===== src/rtl/sar_pkg.sv =====
package sar_pkg;
  localparam int unsigned ADDR_W  = 7;
  localparam int unsigned STATE_W = 3;
  localparam int unsigned FIELD_W = 16;

  typedef enum logic [STATE_W-1:0] {
    ST_DEFAULT    = 3'b001,
    ST_ADDRESSED  = 3'b010,
    ST_CONFIGURED = 3'b011
  } dev_state_e;

  localparam logic [7:0] CODE_SET_ADDR = 8'h05;
  localparam logic [7:0] TYPE_STD_DEV  = 8'h00;
endpackage


===== src/rtl/sar_req_check.sv =====
module sar_req_check
  import sar_pkg::*;
#(
  parameter int unsigned AW = ADDR_W,
  parameter int unsigned FW = FIELD_W,
  parameter int unsigned SW = STATE_W
) (
  input  logic [7:0]    req_type,
  input  logic [7:0]    req_code,
  input  logic [FW-1:0] req_value,
  input  logic [FW-1:0] req_index,
  input  logic [FW-1:0] req_length,
  input  logic [SW-1:0] dev_state,
  output logic          is_set_addr,
  output logic          fields_ok
);
  localparam logic [FW-1:0] VAL_MAX = FW'((1 << AW) - 1);

  logic bad_type, bad_index, bad_length, bad_range, bad_cfg, bad_dflt, val_nz;

  always_comb begin
    is_set_addr = (req_code == CODE_SET_ADDR);
    val_nz      = |req_value;
    bad_type    = (req_type != TYPE_STD_DEV);
    bad_index   = |req_index;
    bad_length  = |req_length;
    bad_range   = (req_value > VAL_MAX);
    bad_cfg     = val_nz && (dev_state == SW'(ST_CONFIGURED));
    bad_dflt    = !val_nz && (dev_state == SW'(ST_DEFAULT));
    fields_ok   = !(bad_type || bad_index || bad_length || bad_range || bad_cfg || bad_dflt);
  end
endmodule


===== src/rtl/sar_commit.sv =====
module sar_commit
  import sar_pkg::*;
#(
  parameter int unsigned AW = ADDR_W,
  parameter int unsigned SW = STATE_W
) (
  input  logic          clk,
  input  logic          rst_n,
  input  logic          req_valid,
  input  logic          is_set_addr,
  input  logic          fields_ok,
  input  logic [AW-1:0] new_addr,
  input  logic          status_ack,
  output logic [AW-1:0] dev_addr,
  output logic [SW-1:0] state_new,
  output logic          state_wr,
  output logic          auto_busy,
  output logic          req_err,
  output logic          sw_pass
);
  logic [AW-1:0] shadow_q;
  logic          accept;

  assign accept = is_set_addr && fields_ok;

  always_ff @(posedge clk) begin
    if (!rst_n) begin
      dev_addr  <= '0;
      shadow_q  <= '0;
      state_new <= SW'(ST_DEFAULT);
      state_wr  <= 1'b0;
      auto_busy <= 1'b0;
      req_err   <= 1'b0;
      sw_pass   <= 1'b0;
    end else begin
      sw_pass  <= 1'b0;
      state_wr <= 1'b0;
      if (req_valid) begin
        // newest request always wins over one awaiting its status stage
        auto_busy <= accept;
        req_err   <= is_set_addr && !fields_ok;
        sw_pass   <= !accept;
        shadow_q  <= new_addr;
      end else if (auto_busy && status_ack) begin
        auto_busy <= 1'b0;
        dev_addr  <= shadow_q;
        state_wr  <= 1'b1;
        state_new <= (|shadow_q) ? SW'(ST_ADDRESSED) : SW'(ST_DEFAULT);
      end
    end
  end
endmodule


===== src/rtl/set_addr_responder.sv =====
module set_addr_responder
  import sar_pkg::*;
#(
  parameter int unsigned AW = ADDR_W,
  parameter int unsigned FW = FIELD_W,
  parameter int unsigned SW = STATE_W
) (
  input  logic          clk,
  input  logic          rst_n,
  input  logic          req_valid,
  input  logic [7:0]    req_type,
  input  logic [7:0]    req_code,
  input  logic [FW-1:0] req_value,
  input  logic [FW-1:0] req_index,
  input  logic [FW-1:0] req_length,
  input  logic [SW-1:0] dev_state,
  input  logic          status_ack,
  output logic [AW-1:0] dev_addr,
  output logic [SW-1:0] state_new,
  output logic          state_wr,
  output logic          auto_busy,
  output logic          req_err,
  output logic          sw_pass
);
  logic is_set_addr, fields_ok;

  sar_req_check #(.AW(AW), .FW(FW), .SW(SW)) u_check (
    .req_type(req_type), .req_code(req_code), .req_value(req_value),
    .req_index(req_index), .req_length(req_length), .dev_state(dev_state),
    .is_set_addr(is_set_addr), .fields_ok(fields_ok)
  );

  sar_commit #(.AW(AW), .SW(SW)) u_commit (
    .clk(clk), .rst_n(rst_n), .req_valid(req_valid),
    .is_set_addr(is_set_addr), .fields_ok(fields_ok),
    .new_addr(req_value[AW-1:0]), .status_ack(status_ack),
    .dev_addr(dev_addr), .state_new(state_new), .state_wr(state_wr),
    .auto_busy(auto_busy), .req_err(req_err), .sw_pass(sw_pass)
  );
endmodule


===== config.mk =====
export PLATFORM = sky130hd
export DESIGN_NAME = set_addr_responder
export DESIGN_NICKNAME = d
export VERILOG_FILES = /design/src/rtl/sar_pkg.sv /design/src/rtl/sar_req_check.sv /design/src/rtl/sar_commit.sv /design/src/rtl/set_addr_responder.sv
export SDC_FILE = /design/constraint.sdc
export NUM_CORES = 1
export LEC_CHECK = 0
export ABC_CLOCK_PERIOD_IN_PS = 2620
export CAP_MARGIN = 20
export CORE_MARGIN = 4
export CORE_UTILIZATION = 34
export CTS_BUF_LIST = sky130_fd_sc_hd__clkbuf_4
export DETAILED_ROUTE_END_ITERATION = 7
export PLACE_DENSITY = 0.87
export SLEW_MARGIN = 20
export SYNTH_ARGS = -nofsm -noshare
export SYNTH_HDL_FRONTEND = slang
export SYNTH_HIERARCHICAL = 1
export SYNTH_SLANG_ARGS = --single-unit

===== constraint.sdc =====
create_clock -name clk -period 2.62 [get_ports clk]
set_input_delay 0.524 -clock clk [delete_from_list [all_inputs] [get_ports clk]]
set_output_delay 0.524 -clock clk [all_outputs]
set_load 0.005 [all_outputs]

==> impl_metrics.py <==
metrics = {
    "power": {
        "ir_drop_mv": 0.361,
        "power.share.clock_pct": 23.5,
        "combPwrFrac_pct": 24.3,
        "leakagePower_uw": 0.000658,
        "power.density_mw_per_mm2": 334,
        "seq_power_share_pct": 52.2,
        "p_int_uw": 476,
        "switchingPower_uw": 130,
        "swShare_pct": 21.5,
    },
    "min_path": {
        "hold_depth": 2,
        "hold_class": "flop to flop",
        "min_from": "u_commit/dev_addr[4]",
    },
    "place": {
        "routabilityCongestion": 0.759,
        "io_buffers": 83,
        "place_hpwl_mm": 3.14,
        "place_ws_ns": -0.0329,
        "dp.cells": 215,
    },
    "drt": {
        "vias": 1075,
        "drcViolationCount": 0,
        "via_per_inst": 4.91,
        "drt-total-wl_mm": 3.63,
        "final_antenna_net_count": 0,
        "drtIter0Drc": 38,
        "wl_per_cell_um": 16.6,
        "drtPass1Iterations": 4,
    },
    "timing": {
        "tns_ns": 0,
        "worstMarginPinSlew_ns": 0.568,
        "finalSetupViolCount": 0,
        "fmax_mhz": 424,
        "hold_slack_ns": 0.468,
        "period_share_pct": 90.0,
        "hold_viol_final": 0,
        "max_slew_margin_pct": 62.0,
        "clock_skew_ns": 0.00432,
        "slew_violations": 0,
        "min_period_ns": 2.36,
        "rsz0062_at_grt": "false",
        "setup_ws_ns": 0.262,
    },
    "run": {
        "maxCapViolations": 0,
    },
    "logic_synthesis": {
        "ys.flop_type": "dfxtp_1",
        "synth-edff-count": 0,
        "synth_common_cells": "dfxtp_1, nand2_1, nor4_1",
        "synth-seq-area-share_pct": 42.4,
        "synthTopCellsByArea": "dfxtp_1, nor4_1, nand2_1",
        "syn_area_per_cell_um2": 8.91,
        "synth.distinct_cells": 29,
        "synth_top_cell_by_area": "dfxtp_1",
        "synth_top_area_share_pct": 42.4,
        "yosysWarningCount": 6,
        "synth-seq-cells": 20,
        "syn-num-nets": 177,
        "netlist_area_um2": 945,
        "synthCells": 106,
        "post-synth-top-count-cell": "dfxtp_1",
        "async_flop_share_pct": 0,
    },
    "setup_path": {
        "r2r_start": "u_commit/auto_busy",
        "critPathLaunch": "req_index[10]",
        "crit_type": "primary input to flop",
        "cp.required_ns": 2.82,
        "end_kind": "flop",
        "cp_cell_sequence": "clkdlybuf4s50_1 -> nor4_1 -> nand4_1 -> or4_1 -> a31oi_1 -> o22ai_1 -> and2_1",
        "slowest_stage": "or4_1",
        "cp_max_fo": 3,
        "cp_slowest_stage_delay_ns": 0.54,
        "worstPathArrival_ns": 2.56,
        "rr_worst_depth": 3,
        "start_kind": "primary input",
    },
    "global_routing": {
        "gr-usage-all-layers_pct": 18.9,
        "grt_pass1_vias": 1094,
        "grt_pass1_wl_mm": 5.06,
        "overflow": 0,
        "grt_antenna_before_repair": 0,
        "grt_max_degree": 21,
    },
    "clocking": {
        "clockBufferDepth": 2,
        "cts_buffers": 3,
        "root_buffer": "clkbuf_4",
        "cts_tree": "yes",
        "clk_pin_slew_ns": 0.11,
        "clock_latency_ns": 0.29,
        "htreeDepth": 1,
        "post_cts_resized": 0,
        "hold_buffers": 0,
        "postCtsSetupBuffers": 0,
        "clock-sinks": 20,
    },
    "finish": {
        "final_util_pct": 70.6,
        "layoutNonFillerInstCount": 219,
        "layout.nets": 261,
        "syn2layout_area_growth_pct": 91.9,
        "drive_gt1_share_pct": 3.70,
        "n_fill_cell": 217,
        "diodes": 0,
    },
    "floorplanning": {
        "initial_utilization_pct": 36.8,
        "rows": 18,
        "die_y_um": 60.7,
        "coreArea_mm2": 0.00257,
        "top_level_ports": 85,
        "die_w_um": 60.7,
        "dieArea_mm2": 0.00369,
    },
    "outcome": {
        "status": "complete, no violations",
    },
}
flip-flops by register name (all words and copies together) (netlist names):
signal / cells
u_commit/auto_busy: 1
u_commit/sw_pass: 1
u_commit/state_wr: 1
u_commit/dev_addr: 7
u_commit/shadow_q: 7
u_commit/state_new: 2
u_commit/req_err: 1
worst max-delay path, delay by kind of cell:
family	cells	cell delay [ns]
buf+inv	1	0.42
simple gates	4	1.19
compound gates	2	0.40
area by class of cell:
| type | instances | area [um2] | share of cell area [%] |
|---|---|---|---|
| clock inverters | 1 | 3.75 | 0.207 |
| repair buffers | 84 | 838 | 46.2 |
| clock buffers | 3 | 22.5 | 1.24 |
| multi-input cells | 79 | 503 | 27.7 |
| inverters | 2 | 7.51 | 0.414 |
| well taps | 30 | 37.5 | 2.07 |
| flip-flops and latches | 20 | 400 | 22.1 |
power by group through the flow:
| stage | Clock [uW] | Sequential [uW] | Combinational (uW) |
|---|---|---|---|
| floorplan | 0 | 322 | 30.2 |
| global placement | 0 | 323 | 142 |
| detailed placement | 0 | 323 | 146 |
| CTS | 148 | 317 | 147 |
| global route | 165 | 318 | 156 |
| finish | 142 | 316 | 147 |
path summary, 6_finish.rpt:
check	endpoint	slack [ns]
min	u_commit/dev_addr[4]	0.47
min reg2reg	u_commit/dev_addr[4]	0.47
max	u_commit/req_err	0.26
max reg2reg	u_commit/state_new[1]	1.48
stage by stage:
step	total power (uW)	area, um2
after floorplan	352	945
after global routing	638	1810
after global placement	465	1790
after detailed placement	470	1790
after CTS	612	1810
final	606	1810
cells by family (layout without fill, tap and decap cells):
logic type	after synthesis	count (layout)	share of synthesized area, %
AOI/OAI and AO/OA	12	12	9.14
DFF	20	20	42.4
muxes	7	7	7.42
xor gates and xnor gates	1	1	0.927
other	1	1	0.397
buffers and inverters	7	90	4.37
and+or+nand+nor	58	58	35.4
per-layer routing:
metal  GRT usage, %  wire [um]  part of all wire, %
met5              0          0                    0
met4           7.43         55                  1.5
met3           5.53        137                  3.8
met2           33.4       2080                   57
met1           21.3       1350                   37
layout by cell type (no fill, tap or decap), drive strengths merged:
master / Yosys / final
a21boi: 7 / 7
a21oi: 1 / 1
a31oi: 2 / 2
and2: 2 / 2
and3b: 1 / 1
and4b: 1 / 1
buf: 3 / 1
clkbuf: 2 / 3
clkdlybuf4s50: 0 / 83
clkinv: 0 / 1
conb: 1 / 1
dfxtp: 20 / 20
inv: 2 / 2
mux2i: 7 / 7
nand2: 19 / 19
nand3: 3 / 3
nand3b: 1 / 1
nand4: 2 / 2
nor2: 2 / 2
nor2b: 8 / 8
nor3: 2 / 2
nor3b: 1 / 1
nor4: 14 / 14
nor4b: 1 / 1
o211a: 1 / 1
o22ai: 1 / 1
or4: 1 / 1
xnor2: 1 / 1
Power figures use the tool's default switching activity.
